File: src/rtl/rxq_pkg.sv
package rxq_pkg;

    typedef enum logic {
        TMR_IDLE,
        TMR_RUN
    } tmr_state_e;

    typedef enum logic [1:0] {
        FL_BELOW,
        FL_READY,
        FL_SIGNAL
    } flag_state_e;

    function automatic int unsigned trig_level(input logic [1:0] code);
        int unsigned lvl;
        unique case (code)
            2'b00: lvl = 1;
            2'b01: lvl = 4;
            2'b10: lvl = 8;
            2'b11: lvl = 14;
        endcase
        return lvl;
    endfunction

endpackage

File: src/rtl/rxq_ring.sv
module rxq_ring #(
    parameter int W     = 8,
    parameter int DEPTH = 16
) (
    input  logic                         clk,
    input  logic                         rst_n,
    input  logic                         clear,
    input  logic                         push_req,
    input  logic [W-1:0]                 wdata,
    input  logic                         pop_req,
    output logic [W-1:0]                 head_byte,
    output logic [$clog2(DEPTH+1)-1:0]   count,
    output logic [$clog2(DEPTH+1)-1:0]   count_next,
    output logic                         push_ok,
    output logic                         pop_ok
);
    localparam int AW = $clog2(DEPTH);
    localparam int CW = $clog2(DEPTH+1);
    localparam logic [AW-1:0] LAST = AW'(DEPTH-1);

    logic [W-1:0]  mem [DEPTH];
    logic [AW-1:0] wr_ptr, rd_ptr;

    assign push_ok = push_req && !clear && (count < CW'(DEPTH));
    assign pop_ok  = pop_req  && !clear && (count != '0);

    always_comb begin
        if (clear) begin
            count_next = '0;
        end else begin
            count_next = count + CW'(push_ok) - CW'(pop_ok);
        end
    end

    assign head_byte = (count == '0) ? '1 : mem[rd_ptr];

    always_ff @(posedge clk) begin
        if (push_ok) begin
            mem[wr_ptr] <= wdata;
        end
    end

    always_ff @(posedge clk or negedge rst_n) begin
        if (!rst_n) begin
            wr_ptr <= '0;
            rd_ptr <= '0;
            count  <= '0;
        end else begin
            count <= count_next;
            if (clear) begin
                wr_ptr <= '0;
                rd_ptr <= '0;
            end else begin
                if (push_ok) wr_ptr <= (wr_ptr == LAST) ? '0 : wr_ptr + 1'b1;
                if (pop_ok)  rd_ptr <= (rd_ptr == LAST) ? '0 : rd_ptr + 1'b1;
            end
        end
    end

    p_count_bound_r1: assert property (@(posedge clk) disable iff (!rst_n)
        count <= CW'(DEPTH));

    p_full_drop_r10: assert property (@(posedge clk) disable iff (!rst_n)
        (count == CW'(DEPTH) && !pop_req && !clear) |=> count == CW'(DEPTH));

    p_pop_step_r4: assert property (@(posedge clk) disable iff (!rst_n)
        (pop_req && !push_req && !clear && count != '0) |=> count == $past(count) - 1'b1);

    p_empty_pop_r9: assert property (@(posedge clk) disable iff (!rst_n)
        (count == '0 && pop_req && !push_req) |=> count == '0);

    p_clear_r11: assert property (@(posedge clk) disable iff (!rst_n)
        clear |=> count == '0);

endmodule

File: src/rtl/rxq_timeout.sv
module rxq_timeout
    import rxq_pkg::*;
#(
    parameter int TICKS = 60
) (
    input  logic clk,
    input  logic rst_n,
    input  logic restart,
    input  logic cancel,
    output logic fire
);
    localparam int TW = $clog2(TICKS+1);

    tmr_state_e    state, state_nx;
    logic [TW-1:0] remain, remain_nx;

    always_ff @(posedge clk or negedge rst_n) begin
        if (!rst_n) begin
            state  <= TMR_IDLE;
            remain <= '0;
        end else begin
            state  <= state_nx;
            remain <= remain_nx;
        end
    end

    always_comb begin
        state_nx  = state;
        remain_nx = remain;
        if (cancel) begin
            state_nx = TMR_IDLE;
        end else if (restart) begin
            state_nx  = TMR_RUN;
            remain_nx = TW'(TICKS-1);
        end else begin
            unique case (state)
                TMR_IDLE: ;
                TMR_RUN: begin
                    if (remain == '0) state_nx = TMR_IDLE;
                    else              remain_nx = remain - 1'b1;
                end
            endcase
        end
    end

    assign fire = (state == TMR_RUN) && (remain == '0) && !cancel && !restart;

    // checker: cycles elapsed since the last (re)start
    logic [TW-1:0] elapsed;
    always_ff @(posedge clk or negedge rst_n) begin
        if (!rst_n)                          elapsed <= '0;
        else if (restart)                    elapsed <= '0;
        else if (elapsed != TW'(TICKS))      elapsed <= elapsed + 1'b1;
    end

    p_timeout_len_r6: assert property (@(posedge clk) disable iff (!rst_n)
        fire |-> elapsed == TW'(TICKS-1));

    p_cancel_r12: assert property (@(posedge clk) disable iff (!rst_n)
        cancel |=> !fire);

endmodule

File: src/rtl/rxq_flags.sv
module rxq_flags
    import rxq_pkg::*;
(
    input  logic clk,
    input  logic rst_n,
    input  logic clear,
    input  logic set_evt,
    input  logic drop_evt,
    input  logic irq_enable,
    output logic data_ready,
    output logic rx_irq
);
    flag_state_e state, state_nx;

    always_ff @(posedge clk or negedge rst_n) begin
        if (!rst_n) state <= FL_BELOW;
        else        state <= state_nx;
    end

    always_comb begin
        state_nx = state;
        if (clear) begin
            state_nx = FL_BELOW;
        end else if (set_evt) begin
            state_nx = irq_enable ? FL_SIGNAL : FL_READY;
        end else if (drop_evt) begin
            state_nx = FL_BELOW;
        end else begin
            unique case (state)
                FL_BELOW:  ;
                FL_READY:  ;
                FL_SIGNAL: if (!irq_enable) state_nx = FL_READY;
                default:   state_nx = FL_BELOW;
            endcase
        end
    end

    always_comb begin
        data_ready = (state == FL_READY) || (state == FL_SIGNAL);
        rx_irq     = (state == FL_SIGNAL);
    end

    p_irq_needs_enable_r7: assert property (@(posedge clk) disable iff (!rst_n)
        !irq_enable |=> !rx_irq);

    p_drain_r5: assert property (@(posedge clk) disable iff (!rst_n)
        (drop_evt && !set_evt) |=> !data_ready);

    p_flush_r11: assert property (@(posedge clk) disable iff (!rst_n)
        clear |=> !data_ready && !rx_irq);

    p_raise_r3: assert property (@(posedge clk) disable iff (!rst_n)
        (set_evt && !clear) |=> data_ready);

endmodule

File: src/rtl/rxq_trigger_top.sv
module rxq_trigger_top
    import rxq_pkg::*;
#(
    parameter int W             = 8,
    parameter int DEPTH         = 16,
    parameter int CLK_HZ        = 200_000_000,
    parameter int BAUD          = 9600,
    parameter int CHAR_CYCLES   = CLK_HZ / BAUD,
    parameter int TIMEOUT_CHARS = 15
) (
    input  logic                       clk,
    input  logic                       rst_n,
    input  logic                       rx_valid,
    input  logic [W-1:0]               rx_data,
    input  logic                       rx_enable,
    input  logic                       irq_enable,
    input  logic [1:0]                 trig_sel,
    input  logic                       fifo_clear,
    input  logic                       rd_pop,
    output logic [W-1:0]               rd_data,
    output logic [$clog2(DEPTH+1)-1:0] fill_count,
    output logic                       data_ready,
    output logic                       rx_irq
);
    localparam int CW    = $clog2(DEPTH+1);
    localparam int TICKS = TIMEOUT_CHARS * CHAR_CYCLES;

    logic [CW-1:0] count_next, thr;
    logic          push_ok, pop_ok, at_thr, fire;
    logic          set_evt, drop_evt, restart, cancel;

    assign thr    = CW'(trig_level(trig_sel));
    assign at_thr = (count_next >= thr);

    rxq_ring #(.W(W), .DEPTH(DEPTH)) u_ring (
        .clk        (clk),
        .rst_n      (rst_n),
        .clear      (fifo_clear),
        .push_req   (rx_valid && rx_enable),
        .wdata      (rx_data),
        .pop_req    (rd_pop),
        .head_byte  (rd_data),
        .count      (fill_count),
        .count_next (count_next),
        .push_ok    (push_ok),
        .pop_ok     (pop_ok)
    );

    assign restart  = push_ok && !at_thr;
    assign cancel   = fifo_clear || (push_ok && at_thr && irq_enable);
    assign set_evt  = (push_ok && at_thr) || fire;
    assign drop_evt = pop_ok && !at_thr;

    rxq_timeout #(.TICKS(TICKS)) u_timeout (
        .clk     (clk),
        .rst_n   (rst_n),
        .restart (restart),
        .cancel  (cancel),
        .fire    (fire)
    );

    rxq_flags u_flags (
        .clk        (clk),
        .rst_n      (rst_n),
        .clear      (fifo_clear),
        .set_evt    (set_evt),
        .drop_evt   (drop_evt),
        .irq_enable (irq_enable),
        .data_ready (data_ready),
        .rx_irq     (rx_irq)
    );

    p_no_store_disabled_r8: assert property (@(posedge clk) disable iff (!rst_n)
        (rx_valid && !rx_enable && !rd_pop && !fifo_clear) |=> fill_count == $past(fill_count));

endmodule

File: config.mk
export PLATFORM = sky130hd
export DESIGN_NAME = rxq_trigger_top
export DESIGN_NICKNAME = d
export VERILOG_FILES = /design/src/rtl/rxq_pkg.sv /design/src/rtl/rxq_ring.sv /design/src/rtl/rxq_timeout.sv /design/src/rtl/rxq_flags.sv /design/src/rtl/rxq_trigger_top.sv
export SDC_FILE = /design/constraint.sdc
export NUM_CORES = 1
export LEC_CHECK = 0
export ABC_AREA = 1
export BUFFER_PORTS_ARGS = -buffer_cell sky130_fd_sc_hd__clkbuf_2
export CORE_ASPECT_RATIO = 0.5
export CORE_UTILIZATION = 56
export CTS_CLUSTER_DIAMETER = 30
export DETAILED_ROUTE_END_ITERATION = 8
export GPL_ROUTABILITY_DRIVEN = 0
export PLACE_DENSITY = 0.76
export SLEW_MARGIN = 20
export SYNTH_ARGS = -nofsm -noshare
export SYNTH_HDL_FRONTEND = slang
export SYNTH_SLANG_ARGS = --single-unit
File: constraint.sdc
create_clock -name clk -period 3.3 [get_ports clk]
set_input_delay 0.33 -clock clk [delete_from_list [all_inputs] [get_ports clk]]
set_output_delay 0.33 -clock clk [all_outputs]
set_load 0.02 [all_outputs]
==> qor.txt <==
Final period util = 101%
commonest non-fill, non-tap cells in the layout = edfxtp_1 (128), nand2_1 (119), nor2_1 (118)
Net Sw Power = 2.54 mW
Post-Synth XOR/XNOR Area = 1.63%
via/cell ratio = 5.88
Yosys top cell area share = 51.1%
Cell Int Power = 4.32 mW
Via Count = 5510
TritonCTS clock tree = built
delay-heaviest family, CP = adder cells
Mean Syn Cell Area = 10.7 µm²
Power, Total = 6.86 mW
CTS buffer count = 17
Critical-path top delay cell = dfrtp_2
CP Capture Type = register
Buf/Inv on CP = 6
Reg2Reg Depth = 25
Post-Synth Adder-Cell Area = 3.10%
reg2reg end = u_timeout.remain[5]
Die Wd = 166 µm
clk slew on worst S/H paths = 0.07 ns
failing checks = setup timing
Fin. Hold Viols = 0
DP HPWL = 10400 µm
Pre-antenna DRT Iters = 5
worst r2r src = u_ring.count[2]
post-synthesis mux area share = 0%
Setup WS pre-CTS = -0.0407 ns
Slew Viols, Final = 0
Syn-to-layout area delta = 15.0%
# rows = 29
commonest non-fill, non-tap cell in the layout = edfxtp_1
critical path required time = 3.62 ns
Yosys reg bits = 163
Syn Inst Count = 705
final wirelength = 17300 µm
Die Area = 13900 µm²
clock power share = 29.2%
most area-consuming cells after synthesis = edfxtp_1 (51%), dfrtp_1 (12%), nand2_1 (6.0%), nor2_1 (5.9%), o21ai_0 (4.8%)
crit path time final = 3.34 ns
Worst EP arrival = 3.66 ns
latest clock arrival within the worst-skew pair = 0.43 ns
sequential power share = 37.1%
placed cell count = 897
boundary pin count = 32
initial antenna violation count = 0
Warnings, synthesis = 0
worst-path fanout max = 10
sequential share of the synthesized area = 62.8%
DR WL/cell = 18.4 µm
Netlist cell types = 39
PwrDens = 794 nW/µm²
Static Leak = 3.34 nW
DRC = 0
startpoint types = register
Max Clock Freq = 299 MHz
layout cells sized above 1 = 17.9%
# nets final = 789
crit path kind = reg -> reg
Util after Layout = 67.1%
H-tree depth = 4
Levels on crit path = 25
clock sink count = 163
simple-gate share of the synthesized area = 19.3%
post-synthesis cell area = 7520 µm²
post-route insts no fill = 937
worst hold margin = 0.0204 ns
flop-to-flop setup slack = -0.04 ns
first-pass GRT wire length = 27100 µm
antenna-violating nets left = 0
syn nets = 740
CTS Buffer Depth = 2
RSZ-0062 raised after global routing = yes
vias in the first global route = 5135
Port Buffers = 31
DRT iter0 DRCs = 541
Hold Crit Class = in -> async
setup violators final = 19
Slew @ Worst Pin = 0.914 ns
Starting Density = 58.3%
slew margin rel. = 39.1%
die height = 83.9 µm
Synth Area in Compound Gates = 8.59%
max-cap viol count = 0
status = finished, violations left
skew final = 0.0144 ns
pin count of the biggest net entering global routing = 69
final worst slack = -0.0423 ns
largest family of logic cells by synthesized area = simple AND/OR/NAND/NOR gates
Most common cell on crit path = nand2_1
Worst path max stage delay = 0.43 ns
Congestion Overflow GR = 0
root buf cell = clkbuf_16
Tot GR Track Use = 25.8%
combinational share of power = 33.7%
Synth area leader = edfxtp_1
Core Region = 12900 µm²
n_diodes = 0
Worst VDD drop = 0.000453 V
switch share = 37.1%
power by group through the flow:
stage	Sequential (mW)	Clock, mW	Combinational [mW]
4_1_cts	2.54	2.01	2.22
3_3_place_gp	2.58	0	2.11
6_report	2.55	2.00	2.31
5_1_grt	2.56	2.09	2.55
3_5_place_dp	2.58	0	2.18
2_1_floorplan	2.58	0	1.56
repair_timing:
item / in CTS / in global routing
pin swaps: 3 / 7
hold buffers: 0 / 0
setup endpoints to repair: 19 / 22
gates cloned: 0 / 1
setup buffers: 2 / 5
gates resized for setup: 4 / 6
per-stage QoR:
stage,setup TNS [ns],instance area [µm²]
2_1_floorplan,-0.0331,7570
3_3_place_gp,0,7940
3_5_place_dp,-0.604,7940
4_1_cts,-0.0145,8550
5_1_grt,-4.20,8640
6_report,-0.512,8640
logic make-up after synthesis:
family	Yosys count
buf+inv	77
xor+xnor	14
simple gates	321
compound gates	112
flops	163
fa+ha+maj	18
worst max path at each step:
stage                     from              endpoint  slack, ns
2_1_floorplan  u_ring.count[3]  u_timeout.remain[14]     -0.007
3_3_place_gp   u_ring.count[3]  u_timeout.remain[14]       0.03
3_5_place_dp   u_ring.count[3]   u_timeout.remain[6]      -0.04
4_1_cts        u_ring.count[3]   u_timeout.remain[6]     -0.006
5_1_grt        u_ring.count[2]   u_timeout.remain[6]      -0.22
6_report       u_ring.count[2]   u_timeout.remain[5]      -0.04
routing by layer:
metal,vias up,share of wire (%),track usage (%)
met5,-,0,0
met4,0,2.3,10.3
met3,41,8.1,4.74
met2,257,46,40.4
met1,2655,43,36.2
li1,2557,-,-
cells in the mapped netlist, drive strengths merged:
| cell type | count |
|---|---|
| buf | 8 |
| o211ai | 1 |
| xnor2 | 6 |
| clkbuf | 20 |
| inv | 46 |
| xor2 | 8 |
| a211oi | 1 |
| nand4 | 11 |
| dfrtp | 35 |
| nor3 | 6 |
| clkinv | 3 |
| nand2 | 126 |
| o22ai | 19 |
| ha | 17 |
| o21ai | 73 |
| nor4 | 3 |
| nand3b | 2 |
| fa | 1 |
| and2 | 1 |
| edfxtp | 128 |
| o221ai | 15 |
| or2 | 4 |
| nand3 | 46 |
| nor2 | 122 |
| a21oi | 3 |
registers in the layout, indices dropped and copies added, names as in the netlist:
register / flops
u_timeout.state: 1
u_timeout.remain: 19
u_ring.rd_ptr: 4
u_ring.count: 5
u_ring.wr_ptr: 4
u_flags.state: 2
u_ring.mem: 128
area by class of cell:
cell class / instances / area, µm²
Clock buffer: 18 / 429
Clock inverter: 14 / 161
Fill cell: 911 / 4240
Inverter: 49 / 186
Multi-Input combinational cell: 465 / 2530
Sequential cell: 163 / 4720
Tap cell: 170 / 213
Timing Repair Buffer: 58 / 399
Note: power is estimated with default switching activity, not from simulation.
